**config.mk**
```make
export PLATFORM = sky130hd
export DESIGN_NAME = clk_src_sel
export DESIGN_NICKNAME = d
export VERILOG_FILES = /design/src/rtl/clk_src_pkg.sv /design/src/rtl/cs_warm_timer.sv /design/src/rtl/cs_src_fsm.sv /design/src/rtl/cs_clk_div.sv /design/src/rtl/clk_src_sel.sv
export SDC_FILE = /design/constraint.sdc
export NUM_CORES = 1
export LEC_CHECK = 0
export BUFFER_PORTS_ARGS = -buffer_cell sky130_fd_sc_hd__clkbuf_2
export CAP_MARGIN = 20
export CORE_MARGIN = 2
export CORE_UTILIZATION = 50
export DETAILED_ROUTE_END_ITERATION = 16
export HOLD_SLACK_MARGIN = 0.12
export PLACE_DENSITY = 0.69
export SLEW_MARGIN = 40
export SYNTH_ARGS = -nofsm -noshare
export SYNTH_HDL_FRONTEND = slang
export SYNTH_SLANG_ARGS = --single-unit
```
**constraint.sdc**
```tcl
create_clock -name clk -period 5.24 [get_ports clk]
set_input_delay 1.048 -clock clk [delete_from_list [all_inputs] [get_ports clk]]
set_output_delay 1.048 -clock clk [all_outputs]
set_load 0.005 [all_outputs]
```
**src/rtl/clk_src_pkg.sv**
```systemverilog
// Shared types and helpers for the clock source selector.
// Assumes: divider codes are 3 bits wide and the longest ratio is 256.
package clk_src_pkg;

    localparam int DIV_W  = 3;
    localparam int TERM_W = 8;

    typedef enum logic [2:0] {
        ST_HF        = 3'd0,  // high-frequency source drives clock
        ST_RING      = 3'd1,  // ring oscillator drives clock
        ST_HF_WARM   = 3'd2,  // ring drives while high-frequency warms up
        ST_STOP      = 3'd3,  // stop mode, no enables
        ST_EXIT_RING = 3'd4,  // stop exit, ring warmup, enables held
        ST_EXIT_HF   = 3'd5   // stop exit, high-frequency warmup, enables held
    } src_state_t;

    // Terminal count of the divide counter for a divider code.
    function automatic logic [TERM_W-1:0] div_term(input logic [DIV_W-1:0] code);
        logic [TERM_W-1:0] t;
        if (code[2]) begin
            t = 8'd255;
        end else begin
            case (code[1:0])
                2'b00:   t = 8'd0;
                2'b01:   t = 8'd1;
                2'b10:   t = 8'd3;
                default: t = 8'd7;
            endcase
        end
        return t;
    endfunction

endpackage

```
**src/rtl/cs_warm_timer.sv**
```systemverilog
// Counts oscillator tick strobes during a warmup window.
// Assumes: len is at least 1; clr is raised on the cycle a window starts
// so that every window begins from zero.
module cs_warm_timer #(
    parameter int LEN_W = 17
) (
    input  logic             clk,
    input  logic             srst_n,
    input  logic             clr,
    input  logic             en,
    input  logic             tick,
    input  logic [LEN_W-1:0] len,
    output logic             done
);

    logic [LEN_W-1:0] cnt_q;

    // Done on the tick that completes the window.
    assign done = en && tick && (cnt_q == len - LEN_W'(1));

    // Advance on each counted tick, restart on clear.
    always_ff @(posedge clk) begin
        if (!srst_n || clr) begin
            cnt_q <= '0;
        end else if (en && tick) begin
            cnt_q <= cnt_q + LEN_W'(1);
        end
    end

    a_r8_cnt_below_len: assert property (@(posedge clk) disable iff (!srst_n)
        en |-> (cnt_q < len))
        else $error("warmup counter passed its length");

endmodule

```
**src/rtl/cs_src_fsm.sv**
```systemverilog
// Tracks which source drives the clock, the warmups and stop mode.
// Assumes: stop_exit is a request honoured only while stopped; the caller
// supplies boot_ring = select bit already qualified by power-on reset.
module cs_src_fsm
    import clk_src_pkg::*;
#(
    parameter int HF_WARM_TICKS   = 65536,
    parameter int RING_WARM_TICKS = 10
) (
    input  logic clk,
    input  logic srst_n,
    input  logic boot_ring,
    input  logic sel,
    input  logic hf_tick,
    input  logic ring_tick,
    input  logic stop_mode,
    input  logic stop_exit,
    output logic ring_active,
    output logic run,
    output logic restart,
    output logic exit_hold
);

    localparam int MAX_WARM = (HF_WARM_TICKS > RING_WARM_TICKS) ? HF_WARM_TICKS : RING_WARM_TICKS;
    localparam int LEN_W    = $clog2(MAX_WARM + 1);

    src_state_t st_q, st_d;
    logic       ring_q, ring_d;
    logic       warm_en, warm_hf, warm_tick, warm_done;
    logic [LEN_W-1:0] warm_len;

    // Pick which oscillator the current warmup counts.
    always_comb begin
        warm_en   = (st_q == ST_HF_WARM) || (st_q == ST_EXIT_RING) || (st_q == ST_EXIT_HF);
        warm_hf   = (st_q == ST_HF_WARM) || (st_q == ST_EXIT_HF);
        warm_tick = warm_hf ? hf_tick : ring_tick;
        warm_len  = warm_hf ? LEN_W'(HF_WARM_TICKS) : LEN_W'(RING_WARM_TICKS);
    end

    cs_warm_timer #(.LEN_W(LEN_W)) u_warm (
        .clk    (clk),
        .srst_n (srst_n),
        .clr    (restart),
        .en     (warm_en),
        .tick   (warm_tick),
        .len    (warm_len),
        .done   (warm_done)
    );

    // Next-state selection; stop entry overrides every running state.
    always_comb begin
        st_d = st_q;
        case (st_q)
            ST_HF:        if (sel) st_d = ST_RING;
            ST_RING:      if (!sel) st_d = ST_HF_WARM;
            ST_HF_WARM:   if (sel) st_d = ST_RING;
                          else if (warm_done) st_d = ST_HF;
            ST_STOP:      if (stop_exit) st_d = sel ? ST_EXIT_RING : ST_EXIT_HF;
            ST_EXIT_RING: if (warm_done) st_d = ST_RING;
            ST_EXIT_HF:   if (warm_done) st_d = ST_HF;
            default:      st_d = ST_HF;
        endcase
        if (st_q != ST_STOP && stop_mode) begin
            st_d = ST_STOP;
        end
    end

    // Status follows the source that will drive after this edge.
    always_comb begin
        case (st_d)
            ST_RING, ST_HF_WARM, ST_EXIT_RING: ring_d = 1'b1;
            ST_STOP:                           ring_d = ring_q;
            default:                           ring_d = 1'b0;
        endcase
    end

    // State and status registers; a reset restores the selected source.
    always_ff @(posedge clk) begin
        if (!srst_n) begin
            st_q   <= boot_ring ? ST_RING : ST_HF;
            ring_q <= boot_ring;
        end else begin
            st_q   <= st_d;
            ring_q <= ring_d;
        end
    end

    assign ring_active = ring_q;
    assign restart     = (st_d != st_q);
    assign run         = (st_q == ST_HF) || (st_q == ST_RING) || (st_q == ST_HF_WARM);
    assign exit_hold   = (st_q == ST_EXIT_RING) || (st_q == ST_EXIT_HF);

    a_r4_status_lags_clear: assert property (@(posedge clk) disable iff (!srst_n)
        (st_q == ST_RING && !sel && !stop_mode) |=> ring_active)
        else $error("status dropped before high-frequency warmup");

    a_r7_ring_exit_status: assert property (@(posedge clk) disable iff (!srst_n)
        (st_q == ST_EXIT_RING) |-> ring_active)
        else $error("ring exit warmup without ring status");

    a_r7_hf_exit_status: assert property (@(posedge clk) disable iff (!srst_n)
        (st_q == ST_EXIT_HF) |-> !ring_active)
        else $error("high-frequency exit warmup with ring status");

    a_r6_stop_no_run: assert property (@(posedge clk) disable iff (!srst_n)
        (st_q == ST_STOP) |-> !run)
        else $error("running while stopped");

endmodule

```
**src/rtl/cs_clk_div.sv**
```systemverilog
// Divides the active source's ticks into clock-enable pulses.
// Assumes: restart is raised on every source or run change; the divider
// code is sampled only at terminal count or restart.
module cs_clk_div
    import clk_src_pkg::*;
(
    input  logic             clk,
    input  logic             srst_n,
    input  logic             run,
    input  logic             hold,
    input  logic             restart,
    input  logic             tick,
    input  logic [DIV_W-1:0] code,
    output logic             clk_en
);

    logic [TERM_W-1:0] cnt_q;
    logic [TERM_W-1:0] term_q;
    logic              at_term;

    assign at_term = (cnt_q == term_q);
    assign clk_en  = run && !hold && tick && at_term;

    // Count active ticks; reload the ratio only at terminal count.
    always_ff @(posedge clk) begin
        if (!srst_n) begin
            cnt_q  <= '0;
            term_q <= div_term('0);
        end else if (restart || !run) begin
            cnt_q  <= '0;
            term_q <= div_term(code);
        end else if (tick && !hold) begin
            if (at_term) begin
                cnt_q  <= '0;
                term_q <= div_term(code);
            end else begin
                cnt_q  <= cnt_q + TERM_W'(1);
            end
        end
    end

    a_r2_cnt_within_term: assert property (@(posedge clk) disable iff (!srst_n)
        cnt_q <= term_q)
        else $error("divide counter beyond terminal count");

    a_r1_pulse_restarts: assert property (@(posedge clk) disable iff (!srst_n)
        clk_en |=> (cnt_q == '0))
        else $error("counter not restarted after pulse");

endmodule

```
**src/rtl/clk_src_sel.sv**
```systemverilog
// Top of the clock source selector: configuration fields, source FSM and
// divider. Assumes: both tick strobes are synchronous to clk; por_n is a
// superset of rst_n.
module clk_src_sel
    import clk_src_pkg::*;
#(
    parameter int HF_WARM_TICKS   = 65536,
    parameter int RING_WARM_TICKS = 10
) (
    input  logic             clk,
    input  logic             por_n,
    input  logic             rst_n,
    input  logic             hf_tick,
    input  logic             ring_tick,
    input  logic             cfg_we,
    input  logic             cfg_ring_sel,
    input  logic [DIV_W-1:0] cfg_div,
    input  logic             cfg_hf_off,
    input  logic             stop_mode,
    input  logic             stop_exit,
    output logic             clk_en,
    output logic             ring_active,
    output logic             sel_ring,
    output logic [DIV_W-1:0] div_code,
    output logic             hf_osc_off
);

    logic             srst_n;
    logic             sel_q;
    logic [DIV_W-1:0] div_q;
    logic             hf_off_q;
    logic             run, restart, exit_hold, src_tick;

    assign srst_n = por_n && rst_n;

    // Source-select bit: only power-on reset clears it.
    always_ff @(posedge clk) begin
        if (!por_n) begin
            sel_q <= 1'b0;
        end else if (rst_n && cfg_we) begin
            sel_q <= cfg_ring_sel;
        end
    end

    // Divider code and oscillator disable: cleared by any reset.
    always_ff @(posedge clk) begin
        if (!srst_n) begin
            div_q    <= '0;
            hf_off_q <= 1'b0;
        end else if (cfg_we) begin
            div_q    <= cfg_div;
            hf_off_q <= cfg_hf_off;
        end
    end

    cs_src_fsm #(
        .HF_WARM_TICKS   (HF_WARM_TICKS),
        .RING_WARM_TICKS (RING_WARM_TICKS)
    ) u_fsm (
        .clk         (clk),
        .srst_n      (srst_n),
        .boot_ring   (por_n && sel_q),
        .sel         (sel_q),
        .hf_tick     (hf_tick),
        .ring_tick   (ring_tick),
        .stop_mode   (stop_mode),
        .stop_exit   (stop_exit),
        .ring_active (ring_active),
        .run         (run),
        .restart     (restart),
        .exit_hold   (exit_hold)
    );

    assign src_tick = ring_active ? ring_tick : hf_tick;

    cs_clk_div u_div (
        .clk     (clk),
        .srst_n  (srst_n),
        .run     (run),
        .hold    (stop_mode),
        .restart (restart),
        .tick    (src_tick),
        .code    (div_q),
        .clk_en  (clk_en)
    );

    assign sel_ring   = sel_q;
    assign div_code   = div_q;
    assign hf_osc_off = hf_off_q;

    a_r5_sel_survives_reset: assert property (@(posedge clk) disable iff (!por_n)
        !rst_n |=> $stable(sel_ring))
        else $error("select bit changed by system reset");

    a_r6_stop_silences: assert property (@(posedge clk) disable iff (!srst_n)
        stop_mode |-> !clk_en)
        else $error("enable pulse during stop mode");

    a_r7_exit_holds: assert property (@(posedge clk) disable iff (!srst_n)
        exit_hold |-> !clk_en)
        else $error("enable pulse during exit warmup");

    a_r10_pulse_on_tick: assert property (@(posedge clk) disable iff (!srst_n)
        clk_en |-> (ring_active ? ring_tick : hf_tick))
        else $error("enable pulse without a tick of the active source");

endmodule

```
==> impl_metrics.env, run 1 <==
export IMPL_worst_path_dominant_cell_family="simple AND/OR/NAND/NOR gates"
export IMPL_r2r_end="u_div.cnt_q[1]"
export IMPL_post_synth_arst_share_pct=0
export IMPL_tritoncts_num_sinks=38
export IMPL_worst_r2r_setup_slack_ns=2.81
export IMPL_ys_seq_area_share_pct=35.6
export IMPL_synthMostInstantiatedCell="dfxtp_1"
export IMPL_crit_end_element="output port"
export IMPL_worst_endpoint_arrival_ns=2.01
export IMPL_num_nets_final=282
export IMPL_first_global_vias=1814
export IMPL_total_of_warnings_raised_by_yosys=0
export IMPL_hpwl_mm=3.21
export IMPL_finalHoldViolations=0
export IMPL_io_pins=20
export IMPL_final_setup_violations=0
export IMPL_postRouteWirelength_mm=4.56
export IMPL_clk_pin_slew_ns=0.08
export IMPL_postRouteAntennaNets=0
export IMPL_final_min_clock_period_ns=3.06
export IMPL_final_period_utilization_pct=58.4
export IMPL_critical_path_slowest_cell="nor2_1"
export IMPL_clock_latency_ns=0.29
export IMPL_rr_worst_depth=6
export IMPL_via_count=1848
export IMPL_post_route_cells_drive_above_1_share_pct=16.8
export IMPL_hold_path_stages=2
export IMPL_route_detailed_drc=0
export IMPL_power_density_nw_per_um2=257
export IMPL_gr_usage_all_layers_pct=20.3
export IMPL_cell_area_synth_um2=2170
export IMPL_setup_tns_ns=0
export IMPL_cpMostUsedCell="clkbuf_2"
export IMPL_grt_remaining_overflow=0
export IMPL_antenna_found_initial=0
export IMPL_dieArea_um2=4880
export IMPL_critPathMaxStageDelay_ns=0.40
export IMPL_layout_core_utilization_pct=58.5
export IMPL_timing_max_transition_violations_final=0
export IMPL_yosys_register_bits=38
export IMPL_leakage_power_total_nw=0.865
export IMPL_startpoint_type="primary input"
export IMPL_drv_max_cap_violation_count=0
export IMPL_start_util_pct=53.0
export IMPL_synth_area_leader="dfxtp_1"
export IMPL_tritoncts="done"
export IMPL_synth_top_area_share_pct=34.2
export IMPL_cp_cell_sequence="clkbuf_2 -> mux2i_1 -> nor2_1 -> and3_1 -> clkbuf_2"
export IMPL_run_status="completed"
export IMPL_synth_ff_type="dfxtp_1"
export IMPL_cts_buffers=5
export IMPL_slew_limit_headroom_pct=62.2
export IMPL_area_inside_the_core_boundary_um2=4090
export IMPL_synth_edf_count=1
export IMPL_netlist_top_cells_count="dfxtp_1 (37), nor2_1 (28), nor3_1 (26), nand2_1 (19), xnor2_1 (17)"
export IMPL_timing_hold_worst_class="reg2reg"
export IMPL_longest_clk_path_bufs=2
export IMPL_dieHeight_um=69.8
export IMPL_post_cts_hold_buffer_count=0
export IMPL_worstSetupPathType="in2out"
export IMPL_count_of_tritonroute_iterations_in_the_first_routing_pass=4
export IMPL_drt_iter0_markers=96
export IMPL_route_detailed_wl_per_inst_um=14.3
export IMPL_crit_required_ns=4.19
export IMPL_globalplace_congestion=0.792
export IMPL_global_route_wire_length_before_repair_mm=8.08
export IMPL_max_freq_ghz=0.327
export IMPL_post_cts_setup_buffer_count=0
export IMPL_yosys_top_cells_area="dfxtp_1 (34%), xnor2_1 (6.9%), nor3_1 (6.0%)"
export IMPL_hold_path_startpoint="u_div.term_q[6]"
export IMPL_slew_of_the_pin_with_the_lowest_slew_margin_ns=0.566
export IMPL_syn_area_per_cell_um2=8.70
export IMPL_setup_repair_after_global_routing_missed_its_margin="false"
export IMPL_area_delta_synth_final_pct=10.2
export IMPL_drt_vias_per_instance=5.81
export IMPL_cp_num_buf_inv=2
export IMPL_std_cell_rows=23
export IMPL_numPortBuffers=19
export IMPL_ctsRootBufferMaster="clkbuf_8"
export IMPL_antenna_cells=0
export IMPL_timing_critical_path_fanout_max=8
export IMPL_post_synth_inst_count=249
export IMPL_peakVddDrop_v=0.000143
export IMPL_postSynthNetCount=264
export IMPL_grt_max_degree=19
export IMPL_timing_rr_start="u_fsm.st_q[0]"
export IMPL_fin_worst_skew_ns=0.00498
export IMPL_die_x_um=69.8
export IMPL_htreeDepth=2
export IMPL_total_power_uw=614
export IMPL_synthDistinctLibCells=53
export IMPL_hold_path_end="u_div.term_q[6]"
export IMPL_post_cts_resized_instances=0
## state kept, by name, indices dropped and copies added (netlist names)
name                flops
sel_ring                1
u_div.term_q            4
div_code                3
hf_osc_off              1
u_div.cnt_q             8
u_fsm.st_q              3
u_fsm.u_warm.cnt_q     17
u_fsm.ring_active       1
## kinds of logic (layout without fill, tap and decap cells)
kind of cell / Yosys count / after routing / share of synthesized area, %
simple gates: 119 / 119 / 30.4
flops: 38 / 38 / 35.6
mux: 7 / 7 / 3.23
xor+xnor: 26 / 26 / 10.5
fa+ha+maj: 2 / 2 / 1.15
compound gates: 41 / 41 / 15.7
buf+inv: 16 / 35 / 3.46
## cell usage in the layout (no fill, tap or decap), types with 2 or more instances in the layout
| cell type | Yosys | routed |
|---|---|---|
| and3_1 | 3 | 3 |
| xnor2_1 | 17 | 17 |
| nor4_1 | 6 | 6 |
| nand3_1 | 8 | 8 |
| clkinv_2 | 0 | 2 |
| nor2_1 | 28 | 28 |
| inv_1 | 8 | 8 |
| o21ai_0 | 7 | 7 |
| nand3b_1 | 2 | 2 |
| a21oi_1 | 10 | 10 |
| mux2i_1 | 7 | 7 |
| clkbuf_2 | 0 | 19 |
| nor2b_1 | 2 | 2 |
| xor2_1 | 9 | 9 |
| clkbuf_8 | 0 | 5 |
| nor3_1 | 26 | 26 |
| or3_1 | 3 | 3 |
| a211o_1 | 2 | 2 |
| nand2_1 | 19 | 19 |
| a211oi_1 | 5 | 5 |
| nand4_2 | 2 | 2 |
| dfxtp_1 | 37 | 37 |
| ha_1 | 2 | 2 |
| nand2b_2 | 2 | 2 |
| nand4_1 | 4 | 4 |
| and2_1 | 4 | 4 |
| nand3_2 | 2 | 2 |
## worst register-to-register path, delay by kind of cell, from the launching register on
| family | cells | cell delay [ns] |
|---|---|---|
| simple gates | 2 | 0.53 |
| compound gates | 4 | 1.29 |
| flops | 1 | 0.48 |
## cell type report
cell class | count | area, µm²
tap | 50 | 62.6
timing repair buffer | 19 | 95.1
multi-input combinational | 195 | 1320
inverter | 8 | 30.0
clock buffer | 5 | 68.8
clock inverter | 3 | 40.0
fill | 371 | 1700
sequential | 38 | 771
## power by group
group | total, mW | leakage [nW] | switching (mW) | internal, mW
clock network | 0.248 | 0.0579 | 0.108 | 0.140
registers | 0.302 | 0.311 | 0.00758 | 0.294
logic | 0.0637 | 0.497 | 0.0378 | 0.0259
## per-layer routing
layer	track usage, %	part of all wire [%]
met5	0	0
met4	6.84	1.4
met3	3.92	3.4
met2	33.8	48
met1	26.3	47
## per-stage QoR
stage               hold WS, ns  worst slack (ns)  cells  instance area, µm²
floorplan                 0.457              2.47    249                2170
global placement          0.474              2.23    310                2280
detailed placement        0.485              2.20    310                2280
CTS                       0.498              2.20    318                2390
global route              0.551              2.15    318                2390
finish                    0.496              2.18    318                2390
## how the worst max path moves through the flow
stage | depth (start not counted) | from | to | slack (ns)
6_report | 5 | hf_tick | clk_en | 2.18
5_1_grt | 5 | hf_tick | clk_en | 2.15
4_1_cts | 5 | hf_tick | clk_en | 2.20
3_5_place_dp | 5 | hf_tick | clk_en | 2.20
3_3_place_gp | 5 | hf_tick | clk_en | 2.23
2_1_floorplan | 3 | stop_mode | clk_en | 2.47
No activity file was read; power rests on OpenSTA's default activity.
==> run 2, diff against run 1 <==
--- a/config.mk
+++ b/config.mk
@@ -11,7 +11,7 @@
 export CORE_UTILIZATION = 50
 export DETAILED_ROUTE_END_ITERATION = 16
 export HOLD_SLACK_MARGIN = 0.12
-export PLACE_DENSITY = 0.69
+export PLACE_DENSITY = 0.72
 export SLEW_MARGIN = 40
 export SYNTH_ARGS = -nofsm -noshare
 export SYNTH_HDL_FRONTEND = slang
==> constraint.sdc (replaced) <==
create_clock -name clk -period 2.66 [get_ports clk]
set_input_delay 0.532 -clock clk [delete_from_list [all_inputs] [get_ports clk]]
set_output_delay 0.532 -clock clk [all_outputs]
set_load 0.005 [all_outputs]
==> impl_metrics.env, run 2 (same netlist as run 1, synthesis figures left out) <==
export IMPL_crit_end_element="output port"
export IMPL_fillCellCount=387
export IMPL_startpoint_type="flop"
export IMPL_antenna_found_initial=0
export IMPL_route_detailed_drc=0
export IMPL_worst_endpoint_arrival_ns=1.94
export IMPL_leakage_power_total_nw=0.864
export IMPL_top_register="u_fsm.u_warm.cnt_q"
export IMPL_postRouteAntennaNets=0
export IMPL_drt_iter0_markers=69
export IMPL_post_cts_setup_buffer_count=0
export IMPL_number_of_non_filler_instances_in_the_completed_layout=319
export IMPL_crit_required_ns=2.13
export IMPL_drt_vias_per_instance=5.83
export IMPL_layout_cells_most_common_list="dfxtp_1 (37), nor2_1 (28), nor3_1 (26)"
export IMPL_tritoncts="done"
export IMPL_p_sw_uw=302
export IMPL_area_delta_synth_final_pct=9.87
export IMPL_slew_limit_headroom_pct=64.6
export IMPL_ctsRootBufferMaster="clkbuf_8"
export IMPL_layout_core_utilization_pct=58.3
export IMPL_run_status="completed"
export IMPL_first_global_vias=1724
export IMPL_timing_hold_worst_class="in2reg"
export IMPL_start_util_pct=53.0
export IMPL_final_setup_violations=0
export IMPL_postRouteWirelength_mm=4.36
export IMPL_dieArea_um2=4880
export IMPL_power_density_nw_per_um2=480
export IMPL_total_power_mw=1.14
export IMPL_timing_critical_path_fanout_max=4
export IMPL_route_detailed_wl_per_inst_um=13.7
export IMPL_grt_remaining_overflow=0
export IMPL_globalplace_congestion=0.793
export IMPL_drv_max_cap_violation_count=0
export IMPL_num_nets_final=283
export IMPL_clk_pin_slew_ns=0.08
export IMPL_origin_of_the_worst_setup_path="u_div.cnt_q[5]"
export IMPL_worstSetupPathType="reg2out"
export IMPL_antenna_cells=0
export IMPL_r2r_end="u_div.cnt_q[1]"
export IMPL_timing_max_transition_violations_final=0
export IMPL_rr_worst_depth=6
export IMPL_numPortBuffers=19
export IMPL_hpwl_mm=3.13
export IMPL_place_detailed_instances=311
export IMPL_area_inside_the_core_boundary_um2=4090
export IMPL_global_route_wire_length_before_repair_mm=7.82
export IMPL_max_freq_ghz=0.404
export IMPL_fin_worst_skew_ns=0.00931
export IMPL_switching_share_pct=26.4
export IMPL_timing_critical_path_to="clk_en"
export IMPL_clk_pwr_share_pct=37.0
export IMPL_placement_setup_worst_slack_ns=0.331
export IMPL_setup_tns_ns=0
export IMPL_post_route_cells_drive_above_1_share_pct=17.1
export IMPL_longest_clk_path_bufs=2
export IMPL_dieHeight_um=69.8
export IMPL_layout_cells_most_common="dfxtp_1"
export IMPL_largest_registers="u_fsm.u_warm.cnt_q (17), u_div.cnt_q (8), u_div.term_q (4)"
export IMPL_timing_rr_start="u_fsm.st_q[2]"
export IMPL_std_cell_rows=23
export IMPL_internal_power_uw=842
export IMPL_post_cts_hold_buffer_count=0
export IMPL_grt_max_degree=19
export IMPL_tritoncts_num_sinks=38
export IMPL_worst_r2r_setup_slack_ns=0.35
export IMPL_peakVddDrop_v=0.000244
export IMPL_setup_repair_after_global_routing_missed_its_margin="false"
export IMPL_sequentialPowerShare_pct=51.7
export IMPL_count_of_tritonroute_iterations_in_the_first_routing_pass=4
export IMPL_final_min_clock_period_ns=2.48
export IMPL_htreeDepth=2
export IMPL_slew_of_the_pin_with_the_lowest_slew_margin_ns=0.530
export IMPL_finalHoldViolations=0
export IMPL_io_pins=20
export IMPL_number_of_flip_flops_in_the_largest_register=17
export IMPL_via_count=1859
export IMPL_comb_power_share_pct=11.3
export IMPL_cts_buffers=5
export IMPL_die_x_um=69.8
export IMPL_clock_latency_ns=0.30
export IMPL_post_cts_resized_instances=0
export IMPL_gr_usage_all_layers_pct=19.7
export IMPL_final_period_utilization_pct=93.1
export IMPL_final_setup_worst_slack_ns=0.183
[run 2: changes by cell type in the layout (fill, tap and decap cells not counted), sizes merged]
cell and delta:
clkbuf +1, buf +1, bufinv -1, inv +1, clkinv -1
[run 2: critical path: stages (launching register included)]
cell	delay (ns)
dfxtp_1	0.40
nand2_1	0.09
or3_1	0.37
a2111oi_2	0.44
and3_1	0.24
clkbuf_2	0.11
[run 2: routing by layer]
| layer | GRT usage, % | wire length, µm | share of wire (%) |
|---|---|---|---|
| met1 | 24.8 | 2040 | 47 |
| met2 | 32.7 | 2080 | 48 |
| met3 | 5.23 | 170 | 3.9 |
| met4 | 6.41 | 74 | 1.7 |
| met5 | 0 | 0 | 0 |
[run 2: power groups by stage]
stage | Combinational, mW | Clock, mW | Sequential [mW]
finish | 0.129 | 0.423 | 0.591
floorplan | 0.100 | 0 | 0.600
detailed placement | 0.130 | 0 | 0.604
global placement | 0.128 | 0 | 0.604
global route | 0.147 | 0.461 | 0.593
CTS | 0.131 | 0.430 | 0.591
[run 2: worst min-delay path by stage]
stage / cells past startpoint / startpoint / to
floorplan: 2 / u_div.term_q[6] / u_div.term_q[6]
global route: 3 / cfg_div[2] / div_code[2]
global placement: 2 / hf_osc_off / hf_osc_off
finish: 3 / cfg_div[1] / div_code[1]
CTS: 3 / cfg_div[1] / div_code[1]
detailed placement: 1 / u_div.term_q[1] / u_div.term_q[1]
[run 2: final cells by class]
cell class / count / area (µm²) / share of cell area, %
clock inverter: 2 / 11.3 / 0.473
inverter: 8 / 30.0 / 1.26
tap: 50 / 62.6 / 2.63
multi-input combinational: 195 / 1320 / 55.5
clock buffer: 6 / 82.6 / 3.47
timing repair buffer: 20 / 103 / 4.31
sequential: 38 / 771 / 32.4
[run 2: per-stage QoR]
stage / instance area, µm² / hold WS, ns
floorplan: 2170 / 0.457
detailed placement: 2290 / 0.494
global placement: 2290 / 0.476
CTS: 2380 / 0.465
global route: 2380 / 0.473
finish: 2380 / 0.460
